<file path="src/rtl/tsc_pkg.sv">
package tsc_pkg;

    localparam int unsigned BYTE_W = 8;

    typedef struct packed {
        logic msg;
        logic inv;
        logic rem_lp;
        logic loc_lp;
        logic tx_tst;
        logic rx_tst;
        logic sig_ram;
        logic clr_ch;
    } tsc_ctl_t;

    typedef enum logic {
        CHK_LOAD = 1'b0,
        CHK_RUN  = 1'b1
    } chk_state_t;

    typedef enum logic [1:0] {
        TX_NORMAL = 2'd0,
        TX_MSG    = 2'd1,
        TX_TEST   = 2'd2,
        TX_LOOP   = 2'd3
    } tx_src_t;

    typedef enum logic [1:0] {
        RX_NORMAL = 2'd0,
        RX_TEST   = 2'd1,
        RX_LOOP   = 2'd2
    } rx_src_t;

endpackage

</file>
<file path="src/rtl/tsc_ctl_ram.sv">
module tsc_ctl_ram
    import tsc_pkg::*;
#(
    parameter int unsigned SLOTS = 24,
    parameter int unsigned AW    = 5
) (
    input  logic              clk,
    input  logic              rst_n,
    input  logic              wr_en,
    input  logic [AW-1:0]     wr_addr,
    input  logic [BYTE_W-1:0] wr_data,
    input  logic [AW-1:0]     rda_addr,
    output logic [BYTE_W-1:0] rda_data,
    input  logic [AW-1:0]     rdb_addr,
    output tsc_ctl_t          rdb_data
);
    localparam logic [AW-1:0] LAST = AW'(SLOTS - 1);

    logic [BYTE_W-1:0] word_q [SLOTS];

    for (genvar g = 0; g < SLOTS; g++) begin : g_word
        always_ff @(posedge clk or negedge rst_n) begin
            if (!rst_n)
                word_q[g] <= '0;
            else if (wr_en && wr_addr == AW'(g))
                word_q[g] <= wr_data;
        end
    end

    always_comb begin
        rda_data = (rda_addr <= LAST) ? word_q[rda_addr] : '0;
        rdb_data = (rdb_addr <= LAST) ? tsc_ctl_t'(word_q[rdb_addr]) : '0;
    end
endmodule

</file>
<file path="src/rtl/tsc_prbs_gen.sv">
module tsc_prbs_gen
    import tsc_pkg::*;
#(
    parameter int unsigned PW = 15
) (
    input  logic              clk,
    input  logic              rst_n,
    input  logic              adv,
    output logic [BYTE_W-1:0] byte_o
);
    logic [PW-1:0] st_q, st_n;
    logic          fb;

    always_comb begin
        st_n   = st_q;
        byte_o = '0;
        fb     = 1'b0;
        for (int i = 0; i < BYTE_W; i++) begin
            fb                 = st_n[PW-1] ^ st_n[PW-2];
            byte_o[BYTE_W-1-i] = fb;
            st_n               = {st_n[PW-2:0], fb};
        end
    end

    always_ff @(posedge clk or negedge rst_n) begin
        if (!rst_n)
            st_q <= '1;
        else if (adv)
            st_q <= st_n;
    end
endmodule

</file>
<file path="src/rtl/tsc_prbs_chk.sv">
module tsc_prbs_chk
    import tsc_pkg::*;
#(
    parameter int unsigned PW    = 15,
    parameter int unsigned ERR_W = 16
) (
    input  logic              clk,
    input  logic              rst_n,
    input  logic              en,
    input  logic [BYTE_W-1:0] din,
    input  logic              clr,
    output logic [ERR_W-1:0]  err_cnt,
    output logic              locked
);
    localparam int unsigned LW = $clog2(PW + 1);

    chk_state_t     state_q, state_n;
    logic [PW-1:0]  sh_q, sh_n;
    logic [LW-1:0]  ld_q, ld_n;
    logic [ERR_W-1:0] err_q, err_n;
    logic [3:0]     errs;
    logic [ERR_W:0] sum;
    logic           bit_v;

    always_ff @(posedge clk or negedge rst_n) begin
        if (!rst_n) begin
            state_q <= CHK_LOAD;
            sh_q    <= '0;
            ld_q    <= '0;
            err_q   <= '0;
        end else begin
            state_q <= state_n;
            sh_q    <= sh_n;
            ld_q    <= ld_n;
            err_q   <= err_n;
        end
    end

    always_comb begin
        state_n = state_q;
        sh_n    = sh_q;
        ld_n    = ld_q;
        errs    = '0;
        bit_v   = 1'b0;
        if (en) begin
            for (int i = 0; i < BYTE_W; i++) begin
                bit_v = din[BYTE_W-1-i];
                unique case (state_n)
                    CHK_LOAD: begin
                        if (ld_n == LW'(PW - 1))
                            state_n = CHK_RUN;
                        ld_n = ld_n + 1'b1;
                    end
                    CHK_RUN: begin
                        if (bit_v != (sh_n[PW-1] ^ sh_n[PW-2]))
                            errs = errs + 4'd1;
                    end
                endcase
                sh_n = {sh_n[PW-2:0], bit_v};
            end
        end
        sum   = {1'b0, err_q} + {{(ERR_W-3){1'b0}}, errs};
        err_n = clr ? '0 : (sum[ERR_W] ? '1 : sum[ERR_W-1:0]);
    end

    assign err_cnt = err_q;
    assign locked  = (state_q == CHK_RUN);
endmodule

</file>
<file path="src/rtl/tslot_ctl_path.sv">
module tslot_ctl_path
    import tsc_pkg::*;
#(
    parameter int unsigned SLOTS      = 24,
    parameter int unsigned SIG_PERIOD = 6,
    parameter int unsigned PW         = 15,
    parameter int unsigned ERR_W      = 16
) (
    input  logic        clk,
    input  logic        rst_n,
    input  logic        cfg_we,
    input  logic [4:0]  cfg_addr,
    input  logic [7:0]  cfg_wdata,
    output logic [7:0]  cfg_rdata,
    input  logic [7:0]  msg_byte,
    input  logic        dmw_sel,
    input  logic        byte_vld,
    input  logic [7:0]  bp_tx_byte,
    input  logic [7:0]  line_rx_byte,
    input  logic        sig_ser_bit,
    input  logic        sig_ram_bit,
    input  logic        err_clr,
    output logic [7:0]  line_tx_byte,
    output logic [7:0]  bp_rx_byte,
    output logic        out_vld,
    output logic [4:0]  out_slot,
    output logic [15:0] prbs_err_cnt,
    output logic        prbs_locked
);
    localparam int unsigned AW = 5;
    localparam int unsigned FW = $clog2(SIG_PERIOD);
    localparam logic [AW-1:0] SLOT_LAST = AW'(SLOTS - 1);
    localparam logic [FW-1:0] SIG_LAST  = FW'(SIG_PERIOD - 1);

    logic [AW-1:0] slot_q;
    logic [FW-1:0] sigf_q;
    logic [2:0]    tone_q;
    tsc_ctl_t      slot_ctl;
    logic          sig_frame;
    logic [7:0]    prbs_byte, tone_byte, tx_byte, tx_fin, rx_byte;
    logic          sig_bit;
    tx_src_t       tx_src;
    rx_src_t       rx_src;
    logic [7:0]    line_tx_q, bp_rx_q;
    logic [AW-1:0] out_slot_q;
    logic          vld_q;

    function automatic logic [7:0] tone_at(input logic [2:0] idx);
        unique case (idx)
            3'd0: return 8'h1E;
            3'd1: return 8'h0B;
            3'd2: return 8'h0B;
            3'd3: return 8'h1E;
            3'd4: return 8'h9E;
            3'd5: return 8'h8B;
            3'd6: return 8'h8B;
            3'd7: return 8'h9E;
        endcase
    endfunction

    tsc_ctl_ram #(.SLOTS(SLOTS), .AW(AW)) u_ram (
        .clk(clk), .rst_n(rst_n),
        .wr_en(cfg_we), .wr_addr(cfg_addr), .wr_data(cfg_wdata),
        .rda_addr(cfg_addr), .rda_data(cfg_rdata),
        .rdb_addr(slot_q), .rdb_data(slot_ctl)
    );

    tsc_prbs_gen #(.PW(PW)) u_gen (
        .clk(clk), .rst_n(rst_n),
        .adv(byte_vld && slot_ctl.tx_tst && !dmw_sel),
        .byte_o(prbs_byte)
    );

    tsc_prbs_chk #(.PW(PW), .ERR_W(ERR_W)) u_chk_core (
        .clk(clk), .rst_n(rst_n),
        .en(byte_vld && slot_ctl.rx_tst && !dmw_sel),
        .din(line_rx_byte), .clr(err_clr),
        .err_cnt(prbs_err_cnt), .locked(prbs_locked)
    );

    // Slot and frame position register
    always_ff @(posedge clk or negedge rst_n) begin
        if (!rst_n) begin
            slot_q <= '0;
            sigf_q <= '0;
            tone_q <= '0;
        end else if (byte_vld) begin
            if (slot_q == SLOT_LAST) begin
                slot_q <= '0;
                sigf_q <= (sigf_q == SIG_LAST) ? '0 : sigf_q + 1'b1;
                tone_q <= tone_q + 1'b1;
            end else begin
                slot_q <= slot_q + 1'b1;
            end
        end
    end

    assign sig_frame = (sigf_q == SIG_LAST);
    assign tone_byte = tone_at(tone_q);
    assign sig_bit   = slot_ctl.sig_ram ? sig_ram_bit : sig_ser_bit;

    // Source selection, priority ordered
    always_comb begin
        if (slot_ctl.rem_lp)      tx_src = TX_LOOP;
        else if (slot_ctl.tx_tst) tx_src = TX_TEST;
        else if (slot_ctl.msg)    tx_src = TX_MSG;
        else                      tx_src = TX_NORMAL;

        if (slot_ctl.loc_lp)                    rx_src = RX_LOOP;
        else if (slot_ctl.rx_tst && dmw_sel)    rx_src = RX_TEST;
        else                                    rx_src = RX_NORMAL;
    end

    // Byte muxing
    always_comb begin
        unique case (tx_src)
            TX_LOOP:   tx_byte = line_rx_byte;
            TX_TEST:   tx_byte = dmw_sel ? tone_byte : prbs_byte;
            TX_MSG:    tx_byte = msg_byte;
            TX_NORMAL: tx_byte = slot_ctl.inv ? ~bp_tx_byte : bp_tx_byte;
        endcase
        tx_fin = (sig_frame && !slot_ctl.clr_ch) ? {tx_byte[7:1], sig_bit} : tx_byte;
        unique case (rx_src)
            RX_LOOP:   rx_byte = tx_fin;
            RX_TEST:   rx_byte = tone_byte;
            RX_NORMAL: rx_byte = slot_ctl.inv ? ~line_rx_byte : line_rx_byte;
            default:   rx_byte = line_rx_byte;
        endcase
    end

    // Output register
    always_ff @(posedge clk or negedge rst_n) begin
        if (!rst_n) begin
            line_tx_q  <= '0;
            bp_rx_q    <= '0;
            out_slot_q <= '0;
            vld_q      <= 1'b0;
        end else begin
            vld_q <= byte_vld;
            if (byte_vld) begin
                line_tx_q  <= tx_fin;
                bp_rx_q    <= rx_byte;
                out_slot_q <= slot_q;
            end
        end
    end

    assign line_tx_byte = line_tx_q;
    assign bp_rx_byte   = bp_rx_q;
    assign out_slot     = out_slot_q;
    assign out_vld      = vld_q;
endmodule

</file>
<file path="config.mk">
export PLATFORM = sky130hd
export DESIGN_NAME = tslot_ctl_path
export DESIGN_NICKNAME = d
export VERILOG_FILES = /design/src/rtl/tsc_pkg.sv /design/src/rtl/tsc_ctl_ram.sv /design/src/rtl/tsc_prbs_gen.sv /design/src/rtl/tsc_prbs_chk.sv /design/src/rtl/tslot_ctl_path.sv
export SDC_FILE = /design/constraint.sdc
export NUM_CORES = 1
export LEC_CHECK = 0
export ABC_AREA = 1
export BUFFER_PORTS_ARGS = -buffer_cell sky130_fd_sc_hd__buf_2
export CELL_PAD_IN_SITES_DETAIL_PLACEMENT = 2
export CELL_PAD_IN_SITES_GLOBAL_PLACEMENT = 2
export CORE_AREA = 10 10 211 213
export DETAILED_ROUTE_END_ITERATION = 8
export DIE_AREA = 0 0 221 223
export PLACE_DENSITY_LB_ADDON = 0.1
export SLEW_MARGIN = 20
export SYNTH_ARGS = -nofsm -noshare
export SYNTH_HDL_FRONTEND = slang
export SYNTH_SLANG_ARGS = --single-unit
</file>
<file path="constraint.sdc">
create_clock -name clk -period 17.4 [get_ports clk]
set_clock_uncertainty 0.2 [all_clocks]
set_input_delay 1.74 -clock clk [delete_from_list [all_inputs] [get_ports clk]]
set_output_delay 1.74 -clock clk [all_outputs]
set_load 0.01 [all_outputs]
</file>
* Word-level counts from Yosys, hierarchy flattened
Memories as Yosys holds them, arrays and structs flattened. Index checks and enable logic that the tools add are counted.
Storage, ports and cells: register bits after elaboration 276, bits in latches 0, memory bits (writable) 0, ROM bits 32, bits of input ports 45, output and inout port bits 47, word-level logic and storage cells 248, memories 1
Operators by class: $add $sub $neg 19, multiply operators 0, div/mod/pow operators 0, magnitude comparators 4, equal/unequal tests 46, shift-type cells 0, multiplexer cells 86, bitwise logic cells 20, reductions and logical operators 36
Memories:
- (name not given) | words 8, width 4, read ports 1, clocked after memory_dff 0, write ports 0, RTL line tslot_ctl_path.sv:49 | unique case (idx)
Operators with widths (number):
- 4-bit two-way mux | 38
- 8-bit binary-select mux with 5-bit select | 2
- 8-bit two-way mux | 9
- 4-bit by 1-bit adder with 4-bit output (second input constant) | 15
- 5-bit equality test (second input constant) | 9
- 5-bit by 4-bit equality test with 1-bit output (second input constant) | 8
- 4-bit equality test (second input constant) | 8
- 16-bit two-way mux | 2
- 8-bit case mux with 4 select lines | 1
- 1-bit logical AND | 30
- 1-bit two-way mux | 28
- 8-bit case mux with 3 select lines | 1
- 5-bit by 3-bit equality test with 1-bit output (second input constant) | 4
- 16-bit by 4-bit adder with 17-bit output | 1
- 8-bit NOT | 2
- 1-bit bitwise XOR | 16
- 6-bit >= comparator (second input constant) | 2
- 5-bit NOT with 6-bit output | 2
- 5-bit by 2-bit equality test with 1-bit output (second input constant) | 2
- 5-bit <= comparator (second input constant) | 2
- 1-bit inequality test | 8
- 3-bit by 1-bit adder with 3-bit output (second input constant) | 2
- 2-bit equality test (second input constant) | 3
- 2-bit two-way mux | 3
- 10 further kinds | 13

* Longest topological paths before layout
Gate-level depths: netlist of run 1.
depth after elaboration 39, depth in mapped cells 47, mapped depth without buffers 46

* By module
Synthesis of run 1 repeated with hierarchy kept, for this count alone.
Unflattened totals: cell total of the unflattened synthesis 2490, area total of the unflattened synthesis 17270.3 um^2
By module, submodules not included:
- tsc_ctl_ram | times used 1, cells each 1623, area each 11034.3 um^2, seq. area each 4804.6 um^2
- tsc_prbs_chk | times used 1, cells each 525, area each 3475.8 um^2, seq. area each 900.9 um^2
- tslot_ctl_path | times used 1, cells each 252, area each 2026.9 um^2, seq. area each 825.8 um^2
- tsc_prbs_gen | times used 1, cells each 90, area each 733.2 um^2, seq. area each 394.1 um^2

* Worst setup path after synthesis of run 1
Ideal clock, no wire load.
kind input-to-reg, start point input line_rx_byte[6], end point register u_chk_core.err_q[5] (netlist: u_chk_core.err_cnt[5]), library setup time 0.063 ns, arrival 6.704 ns, required time 17.137 ns, slack 10.433 ns, stages on the path 41, path buffers 0, cells stage by stage xnor2_1 xor2_1 inv_1 ha_1 nand2_1 inv_1 ha_1 o21ai_0 nor2_1 nand2_1 nand2_1 nand2_1 nand2_1 ha_1 nor2_1 a21oi_1 nand2_1 nand2_1 (+5 left out) nand3b_1 inv_1 ha_1 o21ai_1 a21oi_1 fa_1 a21oi_1 nor2_1 nor2_1 nor3b_1 nand4_1 nor2_1 inv_1 nor2_1 nand3_1 inv_1 o21ai_0 inv_1
On the way: longest elaborated chain between the ends 31
RTL lines:
- start, declared | RTL line tslot_ctl_path.sv:19 | input logic [7:0] line_rx_byte,
- 1-bit inequality test * | RTL line tsc_prbs_chk.sv:55 | if (bit_v != (sh_n[PW-1] ^ sh_n[PW-2]))
- 4-bit two-way mux * | RTL line tsc_prbs_chk.sv:55
- 4-bit two-way mux * | RTL line tsc_prbs_chk.sv:48 | unique case (state_n)
- 4-bit two-way mux * | RTL line tsc_prbs_chk.sv:45 | if (en) begin
- 4-bit by 1-bit adder with 4-bit output | RTL line tsc_prbs_chk.sv:56 | errs = errs + 4'd1;
- 4-bit two-way mux | RTL line tsc_prbs_chk.sv:55
- 4-bit two-way mux * | RTL line tsc_prbs_chk.sv:48
- 4-bit two-way mux * | RTL line tsc_prbs_chk.sv:45
- (+15 left out)
- 4-bit two-way mux * | RTL line tsc_prbs_chk.sv:45
- 4-bit by 1-bit adder with 4-bit output | RTL line tsc_prbs_chk.sv:56
- 4-bit two-way mux | RTL line tsc_prbs_chk.sv:55
- 4-bit two-way mux * | RTL line tsc_prbs_chk.sv:48
- 4-bit two-way mux * | RTL line tsc_prbs_chk.sv:45
- 16-bit by 4-bit adder with 17-bit output * | RTL line tsc_prbs_chk.sv:62 | sum = {1'b0, err_q} + {{(ERR_W-3){1'b0}}, errs};
- 16-bit two-way mux * (2 in a row) | RTL line tsc_prbs_chk.sv:63 | err_n = clr ? '0 : (sum[ERR_W] ? '1 : sum[ERR_W-1:0]);
- named net u_chk_core.err_n[5] | RTL line tsc_prbs_chk.sv:20 | logic [ERR_W-1:0] err_q, err_n;
- end signal, assigned | RTL line tsc_prbs_chk.sv:35 | err_q <= err_n;
- end, declared | RTL line tsc_prbs_chk.sv:20
Mark *: on every way through the listed nets, which the timed path passes. The rest lies on a longest branch. The select of a mux whose other input is x is not followed. A chain may end at the register's enable or synchronous reset.

* Worst setup path after layout of run 1
start point input line_rx_byte[6], end point register u_chk_core.err_q[1] (netlist: u_chk_core.err_cnt[1])
The elaborated chain is that of the path after synthesis.

==> results of run 1 <==
==> sequential cells by signal, summed over array words and instances, names as in the netlist, 3 cells and up <==
register            flops
bp_rx_byte              8
line_tx_byte            8
out_slot                5
sigf_q                  3
slot_q                  5
tone_q                  3
u_chk_core.err_cnt     16
u_chk_core.ld_q         4
u_chk_core.sh_q        15
u_gen.st_q             15
u_ram.word_q          192
==> critical path: cells and delay by family <==
kind / cells / cell delay [ns]
compound gates: 6 / 1.04
xor+xnor: 2 / 0.32
fa+ha+maj: 6 / 1.68
buf+inv: 7 / 0.61
simple gates: 21 / 2.56
==> final cells by class <==
cell class / instances / area share
repair buffers: 107 / 0.0333
clock inverters: 7 / 0.00529
clock buffers: 53 / 0.0587
inverters: 149 / 0.0323
flip-flops and latches: 276 / 0.386
well taps: 532 / 0.0371
diodes: 1 / 0.000139
multi-input cells: 1530 / 0.447
==> power by group <==
part	internal [uW]	switching, uW
combinational	573	1240
clock	446	294
sequential	785	144
==> cells in the mapped netlist (7+ instances only) <==
master and n:
o21ai_1 10, o22ai_1 45, nor2_2 7, a22oi_1 66
o21ai_0 343, buf_1 8, nand2_4 15, nor3_1 7
buf_2 12, nor2_1 169, inv_1 128, nand2_2 21
a221oi_1 20, dfstp_2 15, xor2_1 25, nand2_1 526
dfrtp_1 261, inv_2 13, nand4_1 11, xnor2_1 21
a31oi_1 10, ha_1 28, clkbuf_1 91, nand3_1 64
a21oi_1 62, nand3_2 10
==> routing by layer <==
metal / wire, um / up-vias / GRT usage / share of wire
met2: 31100 / 322 / 0.433 / 0.50
met5: 0 / - / 0 / 0
met4: 1510 / 0 / 0.0771 / 0.024
met1: 26900 / 7846 / 0.312 / 0.43
li1: - / 7034 / - / -
met3: 2830 / 80 / 0.0336 / 0.045
==> metrics by stage <==
stage / hold WS [ns] / worst slack [ns] / util / area (um2)
finish: 0.269 / 9.69 / 0.445 / 18000
global route: 0.302 / 8.98 / 0.445 / 18000
CTS: 0.271 / 9.66 / 0.445 / 18000
detailed placement: 0.259 / 9.18 / 0.416 / 16800
global placement: 0.247 / 9.71 / 0.416 / 16800
floorplan: 0.242 / 10.43 / - / 16000
==> kinds of logic after synthesis <==
group                      after synthesis
adders and majority gates               29
AOI/OAI and AO/OA                      601
and+or+nand+nor                        854
xor gates and xnor gates                46
DFF                                    276
buffers and inverters                  263
==> worst min path at each step <==
stage                                              start                              end  slack, ns  cells past startpoint
after CTS                      u_gen.st_q[4]$_DFFE_PN1P_       u_gen.st_q[12]$_DFFE_PN1P_       0.27                      2
final                          u_gen.st_q[4]$_DFFE_PN1P_       u_gen.st_q[12]$_DFFE_PN1P_       0.27                      2
after global placement         u_gen.st_q[3]$_DFFE_PN1P_       u_gen.st_q[11]$_DFFE_PN1P_       0.25                      2
after floorplan           u_chk_core.sh_q[2]$_DFFE_PN0P_  u_chk_core.sh_q[10]$_DFFE_PN0P_       0.24                      2
after detailed placement       u_gen.st_q[0]$_DFFE_PN1P_        u_gen.st_q[8]$_DFFE_PN1P_       0.26                      2
after global routing           u_gen.st_q[0]$_DFFE_PN1P_        u_gen.st_q[8]$_DFFE_PN1P_       0.30                      2
==> metrics.txt, run 1 <==
Final Hold Violating Endpoints 0; RSZ-0062 raised after global routing false; footprint of the multi-input gates 0.00804 mm2; fraction of the mapped netlist area in adder cells 0.0232; Yosys cell types 60; Post-CTS Setup Repair Bufs 0; Post-Synth XOR/XNOR Area 0.0252; kind of critical path input port to flop; worst-case reg-to-reg path depth 39; die height 223 um; initial DRC count 1008; slowest stage cell, crit path nor3b_1; FMAX 130 MHz; via count 15300; setup TNS 0 ns; Yosys top cell by area dfrtp_1; multiplexer share of the synthesized area 0; Yosys warnings 0; Final Wtd Congestion 0.871; largest family of logic cells by synthesized area simple AND/OR/NAND/NOR gates; r2r endpoint u_chk_core.err_cnt[1]$_DFF_PN0_; Synth Area in Simple Gates 0.235; GR Util All Layers 0.248; area grow syn2layout 12.4%; DRT Pass-1 Iters 5; Initial Util 0.396; Layout Cells excl Fill about 2700; # fillers 4588; cts hold-fix bufs 0; main flop type after synthesis dfrtp_1; worst-path fanout max 3; commonest non-fill, non-tap cell in the layout nand2_1; Worst Path Arrival 7.97 ns; CTS root buffer clkbuf_16; most frequent cell on the critical path nor2_1; PortBufs 91; Synth top area share 0.409; first-pass GRT wire length 98.2 mm; Reg-to-Reg Start u_chk_core.ld_q[0]$_DFFE_PN0P_; Compound-Gate Fraction of Synth Area 0.219; total CTS buffers 35; reg-to-reg slack, setup approximately 10 ns; status completed; final critical-path share of the clock period 0.443; worst-margin pin slew roughly 1.1 ns; Setup Viol. Count Final 0; htree depth 2; TritonCTS clock tree yes; Worst EP required 17.66 ns; Lkg Pwr 0.00832 uW; Post-synth ARST share 1.00; Worst setup EP type flop; grt total ovfl 0; Post-CTS Resized 0; total power 3480 uW; share of cells above drive strength 1 0.129; Synth Instances 2069; sequential share of the synthesized area 0.433; antenna-violating nets left 0; register area 0.00693 mm2; Slew Limit Headroom 0.244; Max Root-Sink Buffers 3; Worst-path clk slew 0.06 ns; largest net degree at the start of global routing 161; number of synthesized flops with an enable pin 0; Routed WL per cell between 20 and 25 um; startpoint types input port; Final min period 7.71 ns; vias in the first global route 16700; Cell Count Post-Placement 2594; # rows 74; core outline area between 0.04 and 0.05 mm2; post-DR vias/cell 5.76; IO Count between 90 and 100; Worst Setup EP u_chk_core.err_cnt[1]$_DFF_PN0_; MaxCap Viol Count 0; PwrDens ~190 mW/mm2; top cells by area, synth dfrtp_1 41%, nand2_1 12%, o21ai_0 11%; cell area after synthesis 0.0160 mm2; Final Max Slew Viols 0; initial antenna violation count 0; drt drc 0; Chip Width 221 um; syn_area_per_cell just under 8 um2; #FFs+latches synth 276; commonest non-fill, non-tap cells in the layout 526 x nand2_1, 343 x o21ai_0, 259 x dfrtp_1; NumNets Final 2173; final WL 62.4 mm; DP HPWL 41.6 mm; clk_lat worst skew about 0.54 ns; Max VDD drop 0.0000829 V; Syn Nets 2143; Hold WC Path Type flop to flop; crit path launch line_rx_byte[6]; Die ar. 0.0493 mm2; Critical Path Max Stage Delay 0.38 ns; TritonCTS sink count roughly 280
Note: power is estimated with default switching activity, not from simulation.
==> run 2: changes to the inputs <==
- ABC_AREA: 1 -> 0
- CORE_AREA: 10 10 211 213 -> 10 10 217 219
- DIE_AREA: 0 0 221 223 -> 0 0 227 229
- clock period: 17.4 -> 6.5 ns (I/O delays scaled with it)
==> run 2 against run 1 <==
The run now ends with negative setup slack left. Setup slack worse by 10 ns. First-iteration DRC count fell by 36%. Global-route usage decreased by 4.4 points. Critical path depth is 9 lower. Combinational power increased to 3.7 times the previous value. Count of clock-buffer cells in the layout shrank 1. Core utilization up 2.3 points. Critical path type is now flop to flop. Highest routed layer is now met5.
==> metrics.txt, run 2 <==
status complete, but fails checks; failing checks negative setup slack; startpoint types flop; Die ar. between 0.05 and 0.06 mm2; fin worst setup slack -0.296 ns; Synth top area share 0.396; Hold WC Path Type input port to flop; most frequent cell on the critical path buf_4; MaxCap Viol Count 0; CTS root buffer clkbuf_16; Critical Path Max Stage Delay 0.54 ns; Setup Viol. Count Final 16; Max Root-Sink Buffers 3; Initial Util 0.386; clk_lat worst skew ~0.57 ns; # fillers around 4200; Routed WL per cell 26.1 um; Worst EP required 6.70 ns; drt drc 0; DP HPWL roughly 36 mm; final core utilization 0.468; antenna-violating nets left 0; # rows 76; top-count cell post-synth dfrtp_1; total CTS buffers 36; Slew Limit Headroom 0.271; Synth Instances 1283; Yosys cell types 88; via count 11600; largest net degree at the start of global routing ~120; grt total ovfl 0; TritonCTS sink count 276; sequential share of the synthesized area 0.420; Post-synth ARST share 1.00; Final Hold Violating Endpoints 0; Syn Nets ~1400; slowest stage cell, crit path or4b_4; share of cells above drive strength 1 0.507; worst-margin pin slew approximately 1.1 ns; commonest cells in the netlist 261 x dfrtp_1, 241 x mux2_2, 112 x mux4_2, 65 x nand2_1, 58 x xnor2_1; number of synthesized flops with an enable pin 0; GR Util All Layers 0.205; Yosys warnings 0; initial DRC count roughly 640; initial antenna violation count 1; Final min period 6.80 ns; Worst-path clk slew 0.06 ns; top cells by area, synth dfrtp_1 40%, mux2_2 16%, mux4_2 15%; DRT Pass-1 Iters 4; TritonCTS clock tree yes; syn_area_per_cell between 10 and 15 um2; htree depth 2; IO Count between 90 and 100; NumNets Final 1527; die height 229 um; Lkg Pwr 0.00863 uW; commonest non-fill, non-tap cell in the layout dfrtp_1; Worst Path Arrival ~7 ns; kind of critical path flop to flop; FMAX 147 MHz; Max VDD drop 0.000318 V; worst-path fanout max 6; post-DR vias/cell 5.72; core outline area 0.0427 mm2; #FFs+latches synth 276; Chip Width 227 um; PortBufs just over 90; main flop type after synthesis dfrtp_1; Biggest register u_ram.word_q; final WL 53.0 mm; final critical-path share of the clock period 1.05; Antenna diodes 0; Final Max Slew Viols 0; area grow syn2layout 21.2%; first-pass GRT wire length roughly 82 mm; Final Wtd Congestion 0.787; cell area after synthesis 0.0165 mm2; Worst setup EP type flop; commonest non-fill, non-tap cells in the layout 258 x dfrtp_1, 239 x mux2_2, 118 x buf_4; Hold Slack 0.248 ns; Yosys top cell by area dfrtp_1; Largest register FFs 192; vias in the first global route 13000; PwrDens 569 mW/mm2; RSZ-0062 raised after global routing true
## run 2: kinds of logic after synthesis
| kind of cell | synth area share |
|---|---|
| mux | 0.341 |
| flops | 0.420 |
| simple gates | 0.0677 |
| compound gates | 0.0689 |
| buf+inv | 0.0310 |
| xor+xnor | 0.0484 |
| fa+ha+maj | 0.0231 |
## run 2: cell type report
cell class              instances  area (um2)  share of cell area
clock inverters                13         141             0.00708
clock buffers                  52        1070              0.0537
well taps                     546         683              0.0342
multi-input cells             886        9580               0.480
flip-flops and latches        276        6930               0.347
repair buffers                212        1400              0.0700
inverters                      41         169             0.00845
## run 2: critical path, delay by kind of cell, from the launching register on
| family | cells | cell delay [ns] |
|---|---|---|
| xor+xnor | 1 | 0.19 |
| compound gates | 8 | 1.36 |
| fa+ha+maj | 5 | 1.16 |
| flops | 1 | 0.45 |
| simple gates | 12 | 2.14 |
| mux | 2 | 0.51 |
| buf+inv | 5 | 0.65 |
## run 2: final timing paths
check	start	cells after the start	slack [ns]	end
max in group asynchronous	rst_n	3	4.30	u_chk_core.ld_q[0]$_DFFE_PN0P_
min in group asynchronous	rst_n	2	0.52	u_ram.word_q[182]$_DFFE_PN0P_
worst max-delay path	u_chk_core.ld_q[0]$_DFFE_PN0P_	33	-0.30	u_chk_core.err_cnt[2]$_DFF_PN0_
worst max register to register	u_chk_core.ld_q[0]$_DFFE_PN0P_	33	-0.30	u_chk_core.err_cnt[2]$_DFF_PN0_
worst min register to register	bp_rx_byte[6]$_DFFE_PN0P_	1	0.28	bp_rx_byte[6]$_DFFE_PN0P_
worst min-delay path	line_rx_byte[1]	2	0.25	u_chk_core.sh_q[1]$_DFFE_PN0P_
## run 2: where the power goes
group / switching, uW / internal (uW) / leakage [uW] / total [uW]
combinational: 3420 / 3320 / 0.00456 / 6740
sequential: 422 / 2190 / 0.00348 / 2610
clock: 819 / 1200 / 0.000589 / 2020
## run 2: repair_timing
action                                  CTS  global route
setup buffers                            12             6
hold buffers                              1             0
endpoints found under the setup margin   16            16
endpoints found under the hold margin    90             0
resized for setup                        32            33
gates cloned                              0             0
pin swaps                                20            22
## run 2: metrics by stage
step | cells | area (um2) | setup slack [ns] | total power (uW) | setup TNS [ns]
after floorplan | 1283 | 16700 | -0.0710 | 6560 | -0.736
after CTS | 2020 | 19700 | -0.0823 | 11200 | -0.867
after global placement | 1942 | 18300 | -0.152 | 8480 | -1.01
after global routing | 2026 | 20000 | -0.600 | 12200 | -8.91
final | 2026 | 20000 | -0.296 | 11400 | -4.27
after detailed placement | 1942 | 18300 | -0.366 | 8720 | -4.00
## run 2: metal layers
| layer | GRT usage | part of all wire | vias up |
|---|---|---|---|
| met1 | 0.273 | 0.44 | 6191 |
| met3 | 0.0302 | 0.039 | 65 |
| met4 | 0.0564 | 0.020 | 2 |
| li1 | - | - | 5145 |
| met5 | 0 | 0.00025 | - |
| met2 | 0.340 | 0.50 | 185 |
